<file path="config.mk">
export PLATFORM = sky130hd
export DESIGN_NAME = adc_trig_sel
export DESIGN_NICKNAME = d
export VERILOG_FILES = /design/src/rtl/adc_trig_pkg.sv /design/src/rtl/adc_evt_sync.sv /design/src/rtl/adc_trig_path.sv /design/src/rtl/adc_trig_sel.sv
export SDC_FILE = /design/constraint.sdc
export NUM_CORES = 1
export LEC_CHECK = 0
export BUFFER_PORTS_ARGS = -buffer_cell sky130_fd_sc_hd__clkbuf_2
export CAP_MARGIN = 20
export CELL_PAD_IN_SITES_DETAIL_PLACEMENT = 1
export CELL_PAD_IN_SITES_GLOBAL_PLACEMENT = 1
export CORE_MARGIN = 4
export CORE_UTILIZATION = 45
export DETAILED_ROUTE_END_ITERATION = 16
export HOLD_SLACK_MARGIN = 0.05
export PLACE_DENSITY_LB_ADDON = 0.1
export RECOVER_POWER = 25
export SLEW_MARGIN = 0
export SYNTH_ARGS = -nofsm -noshare
export SYNTH_HDL_FRONTEND = slang
export SYNTH_SLANG_ARGS = --single-unit
</file>
<file path="constraint.sdc">
create_clock -name clk -period 3.85 [get_ports clk]
set_input_delay 0.77 -clock clk [delete_from_list [all_inputs] [get_ports clk]]
set_output_delay 0.77 -clock clk [all_outputs]
set_load 0.02 [all_outputs]
</file>
<file path="src/rtl/adc_trig_pkg.sv">
package adc_trig_pkg;

   // Polarity code shared by both trigger groups
   typedef enum logic [1:0] {
      POL_OFF  = 2'b00,
      POL_RISE = 2'b01,
      POL_FALL = 2'b10,
      POL_BOTH = 2'b11
   } trig_pol_e;

   localparam int unsigned NUM_GROUPS = 2;

endpackage

</file>
<file path="src/rtl/adc_evt_sync.sv">
// Multi-stage synchronizer for a bus of asynchronous event lines.
// STAGES = 0 gives a bypass for sources that are already synchronous.
module adc_evt_sync #(
   parameter int unsigned W      = 32,
   parameter int unsigned STAGES = 2
) (
   input  logic         clk,
   input  logic         rst_n,
   input  logic [W-1:0] d_async,
   output logic [W-1:0] q_sync
);

   generate
      if (!(STAGES == 0 || STAGES >= 2)) begin : g_bad_stages
         $error("adc_evt_sync: STAGES must be 0 or at least 2");
      end

      if (STAGES == 0) begin : g_bypass
         assign q_sync = d_async;
      end else begin : g_chain
         logic [W-1:0] stage_q [STAGES];

         always_ff @(posedge clk or negedge rst_n) begin
            if (!rst_n) stage_q[0] <= '0;
            else        stage_q[0] <= d_async;
         end

         for (genvar s = 1; s < STAGES; s++) begin : g_stage
            always_ff @(posedge clk or negedge rst_n) begin
               if (!rst_n) stage_q[s] <= '0;
               else        stage_q[s] <= stage_q[s-1];
            end
         end

         assign q_sync = stage_q[STAGES-1];
      end
   endgenerate

endmodule

</file>
<file path="src/rtl/adc_trig_path.sv">
// One group's trigger path: source pick, edge qualification,
// reconfiguration guard and self-clearing software request.
module adc_trig_path
   import adc_trig_pkg::*;
#(
   parameter int unsigned    EVT_W     = 32,
   parameter int unsigned    SEL_W     = 5,
   parameter logic [EVT_W-1:0] RSVD_MASK = '0
) (
   input  logic             clk,
   input  logic             rst_n,
   input  logic [EVT_W-1:0] evt_s,
   input  logic [SEL_W-1:0] sel,
   input  logic [1:0]       pol,
   input  logic             sw_req,
   output logic             start,
   output logic             sw_pend
);

   logic             code_rsvd;
   logic             cur_lvl;
   logic             prev_lvl;
   logic [SEL_W-1:0] sel_q;
   trig_pol_e        pol_q;
   trig_pol_e        pol_now;
   logic             cfg_moved;
   logic             hit;
   logic             ext_fire;

   assign pol_now   = trig_pol_e'(pol);
   assign code_rsvd = RSVD_MASK[sel];
   assign cur_lvl   = evt_s[sel] & ~code_rsvd;
   assign cfg_moved = (sel != sel_q) || (pol_now != pol_q);

   always_comb begin
      unique case (pol_now)
         POL_RISE: hit = cur_lvl & ~prev_lvl;
         POL_FALL: hit = ~cur_lvl & prev_lvl;
         POL_BOTH: hit = cur_lvl ^ prev_lvl;
         default:  hit = 1'b0;
      endcase
   end

   assign ext_fire = hit & ~cfg_moved & ~code_rsvd;

   // History and configuration shadows: a config change reloads the
   // history with the new source level, so the next compare is clean.
   always_ff @(posedge clk or negedge rst_n) begin
      if (!rst_n) begin
         prev_lvl <= 1'b0;
         sel_q    <= '0;
         pol_q    <= POL_OFF;
      end else begin
         prev_lvl <= cur_lvl;
         sel_q    <= sel;
         pol_q    <= pol_now;
      end
   end

   // Software trigger bit: set by a write, cleared once its strobe is out
   always_ff @(posedge clk or negedge rst_n) begin
      if (!rst_n)       sw_pend <= 1'b0;
      else if (sw_req)  sw_pend <= 1'b1;
      else if (start)   sw_pend <= 1'b0;
   end

   assign start = ext_fire | sw_pend;

endmodule

</file>
<file path="src/rtl/adc_trig_sel.sv">
// Dual-group conversion trigger selector (top).
module adc_trig_sel
   import adc_trig_pkg::*;
#(
   parameter int unsigned      EVT_W       = 32,
   parameter int unsigned      SYNC_STAGES = 2,
   parameter logic [EVT_W-1:0] RSVD_MASK   = 32'hA000_0000
) (
   input  logic                     clk,
   input  logic                     rst_n,
   input  logic [EVT_W-1:0]         evt_bus,
   input  logic [$clog2(EVT_W)-1:0] ord_sel,
   input  logic [1:0]               ord_pol,
   input  logic                     ord_sw_req,
   input  logic [$clog2(EVT_W)-1:0] pre_sel,
   input  logic [1:0]               pre_pol,
   input  logic                     pre_sw_req,
   output logic                     ord_start,
   output logic                     ord_sw_pend,
   output logic                     pre_start,
   output logic                     pre_sw_pend
);

   localparam int unsigned SEL_W = $clog2(EVT_W);

   generate
      if (EVT_W < 2 || (1 << SEL_W) != EVT_W) begin : g_bad_width
         $error("adc_trig_sel: EVT_W must be a power of two, at least 2");
      end
   endgenerate

   logic [EVT_W-1:0] evt_s;
   logic [SEL_W-1:0] grp_sel   [NUM_GROUPS];
   logic [1:0]       grp_pol   [NUM_GROUPS];
   logic             grp_req   [NUM_GROUPS];
   logic             grp_start [NUM_GROUPS];
   logic             grp_pend  [NUM_GROUPS];

   adc_evt_sync #(
      .W      (EVT_W),
      .STAGES (SYNC_STAGES)
   ) u_sync (
      .clk     (clk),
      .rst_n   (rst_n),
      .d_async (evt_bus),
      .q_sync  (evt_s)
   );

   // Group 0 = ordinary, group 1 = preempted
   assign grp_sel[0] = ord_sel;
   assign grp_pol[0] = ord_pol;
   assign grp_req[0] = ord_sw_req;
   assign grp_sel[1] = pre_sel;
   assign grp_pol[1] = pre_pol;
   assign grp_req[1] = pre_sw_req;

   generate
      for (genvar g = 0; g < NUM_GROUPS; g++) begin : g_grp
         adc_trig_path #(
            .EVT_W     (EVT_W),
            .SEL_W     (SEL_W),
            .RSVD_MASK (RSVD_MASK)
         ) u_path (
            .clk     (clk),
            .rst_n   (rst_n),
            .evt_s   (evt_s),
            .sel     (grp_sel[g]),
            .pol     (grp_pol[g]),
            .sw_req  (grp_req[g]),
            .start   (grp_start[g]),
            .sw_pend (grp_pend[g])
         );
      end
   endgenerate

   assign ord_start   = grp_start[0];
   assign ord_sw_pend = grp_pend[0];
   assign pre_start   = grp_start[1];
   assign pre_sw_pend = grp_pend[1];

endmodule

</file>
==> out/results.tsv <==
metric	value	unit
clk_path_buf_depth	2	
crit_type	input port to output port	
dp_hpwl	4.07	mm
grt_pass1_wl	9.44	mm
busiest_layer	met2	
num_io_pins	54	
via_per_inst	5.19	
drtAntennaViolNets	0	
h-tree-depth	3	
crit_fanout	6	
place.gp.congestion	0.812	
avgSynthCellArea	16.7	sq um
cts_root_buf	clkbuf_8	
met1_usage	0.204	
netlist_area	2970	sq um
fin_ws	0.0734	ns
antennaDiodeCount	0	
yosys.area.top_type	dfrtp_1	
fin_crit	3.78	ns
post-route-period-util	0.981	
drv_cap	0	
route.detailed.drc	0	
required	3.08	ns
dp.cells	307	
rr_endpoint	g_grp[1].u_path.prev_lvl	
synth-edff-count	0	
grt_max_degree	83	
synthTopCellsByArea	dfrtp_1, mux4_2, mux4_1, mux2_2, xor2_1	
grt_use_met2	0.265	
drt_iter0_drc	53	
synth-main-ff-cell	dfrtp_1	
rsz0062_at_grt	true	
vias	1692	
core_area	6390	sq um
start_util	0.465	
fmax	265	MHz
async_reset_ff_frac	1.00	
setup_viol	0	
reg2reg_slack	2.27	ns
ctsHoldBuffers	0	
yosys_warnings	0	
syn_nets	232	
first_global_vias	1905	
p_total	1.69	mW
gr-total-overflow	0	
whs	0.321	ns
final_util	0.572	
clk_latency	0.34	ns
end_kind	output port	
synth.top_cell.area_share	0.692	
area_growth	23.0	%
die_h	89.2	um
rows	29	
cts_tree	yes	
netlist_top_cells_count	dfrtp_1, mux4_2, xor2_1	
drive_gt1_frac	0.422	
yosysMostFrequentCell	dfrtp_1	
dr.pass1.iters	4	
status	completed	
slew_headroom	0.767	
nFillCells	621	
cts_made_buffers	9	
synth_cell_types	40	
final_nets	299	
clkTransAtPathRegs	0.08	ns
grtUsageTotal	0.162	
antenna_found_initial	0	
wl_per_cell	17.7	um
wirelength	5.77	mm
hold_path_class	input port to async pin	
yosysSeqAreaShare	0.692	
portBuffers	53	
drv_slew	0	
powerDensity	464	nW/um^2
cts_sinks	82	
peakVddDrop	0.328	mV
worstRegToRegCells	4	
synth_seq_cells	82	
fin_cells	326	
grt.met3_usage	0.0507	
r2r-start	u_sync.q_sync[30]	
synthCells	178	
finClkSkew	0.00876	ns
die_area	7960	sq um
p_leak	1.68	nW
startpoint_type	input port	
hold_viol	0	
cp.arrival	3.01	ns
die_w	89.2	um
worst_pin_slew	0.349	ns
place_ws	-0.141	ns
## cells by family (layout without fill, tap and decap cells)
logic type | after synthesis | after routing | synth area share
adder cells (fa/ha/maj) | 4 | 4 | 0.0169
XOR/XNOR | 9 | 9 | 0.0266
multiplexers | 22 | 22 | 0.133
buffers and inverters | 15 | 86 | 0.0245
AO/OA/AOI/OAI | 25 | 25 | 0.0662
AND/OR/NAND/NOR | 21 | 21 | 0.0409
flip-flops | 82 | 82 | 0.692
## worst max-delay path: stages
cell      delay (ns)
buf_8           0.10
mux4_2          0.49
nor2b_4         0.14
a211oi_2        0.19
buf_4           0.16
o32ai_4         0.09
ha_1            0.28
nor2b_1         0.04
a22o_1          0.20
a31o_2          0.20
a41o_1          0.18
clkbuf_8        0.15
## sequential cells by signal (all words and copies together) (netlist names)
register / flops
u_sync.g_chain.stage_q: 32
u_sync.q_sync: 32
g_grp.u_path.sel_q: 10
g_grp.u_path.pol_q: 4
g_grp.u_path.prev_lvl: 2
g_grp.u_path.sw_pend: 2
## routing by layer
layer	part of all wire	up-vias
met5	0	-
met4	0.015	0
met3	0.057	9
met2	0.51	47
met1	0.42	858
li1	-	778
## worst max-delay path by stage
stage               depth (start not counted)  slack, ns       start        end
finish                                     12       0.07  pre_sel[0]  pre_start
global route                               12      -0.02  pre_sel[0]  pre_start
CTS                                        10       0.03  ord_sel[1]  ord_start
detailed placement                         11      -0.14  pre_sel[0]  pre_start
global placement                           12     -0.008  pre_sel[1]  pre_start
floorplan                                  10       0.15  pre_sel[0]  pre_start
## layout by cell type, fill, tap and decap left out, types with 2 or more instances in the layout
master / Yosys / routed
clkbuf_8: 0 / 10
nor2b_1: 4 / 3
nand3_1: 4 / 4
mux4_2: 7 / 11
xor2_1: 6 / 6
a41o_1: 2 / 2
nor2_1: 3 / 2
a21oi_1: 2 / 2
mux2i_1: 5 / 5
xnor2_1: 3 / 3
clkbuf_4: 0 / 2
nand4b_1: 2 / 2
nand4_1: 2 / 2
clkbuf_2: 0 / 45
buf_8: 0 / 2
nor3_1: 3 / 3
o22ai_1: 2 / 2
o21ai_0: 4 / 4
inv_1: 5 / 5
dfrtp_1: 82 / 82
clkinv_2: 0 / 2
buf_4: 1 / 13
ha_1: 4 / 4
mux2_2: 5 / 4
## cell type report
type	instances	area, sq um	share of cell area
clock buffers	10	128	0.0350
flip-flops and latches	82	2050	0.562
inverters	5	18.8	0.00514
well taps	77	96.3	0.0264
multi-input cells	81	873	0.239
repair buffers	66	425	0.117
clock inverters	5	56.3	0.0154
## repair_timing
item	in CTS	in global routing
setup endpoints to repair	1	2
gates cloned	0	0
pin swaps	7	5
gates resized for setup	13	16
setup buffers	2	1
## per-stage QoR
step           cell area, sq um  setup TNS [ns]
6_report                   3650               0
5_1_grt                    3650         -0.0162
4_1_cts                    3570               0
3_5_place_dp               3340          -0.141
3_3_place_gp               3340        -0.00813
2_1_floorplan              2970               0
## power by group
| group | internal [mW] | leakage, nW | switching (mW) |
|---|---|---|---|
| sequential | 0.906 | 0.956 | 0.0206 |
| combinational | 0.0932 | 0.627 | 0.0846 |
| clock | 0.295 | 0.0921 | 0.293 |
(Power assumes the default switching activity.)
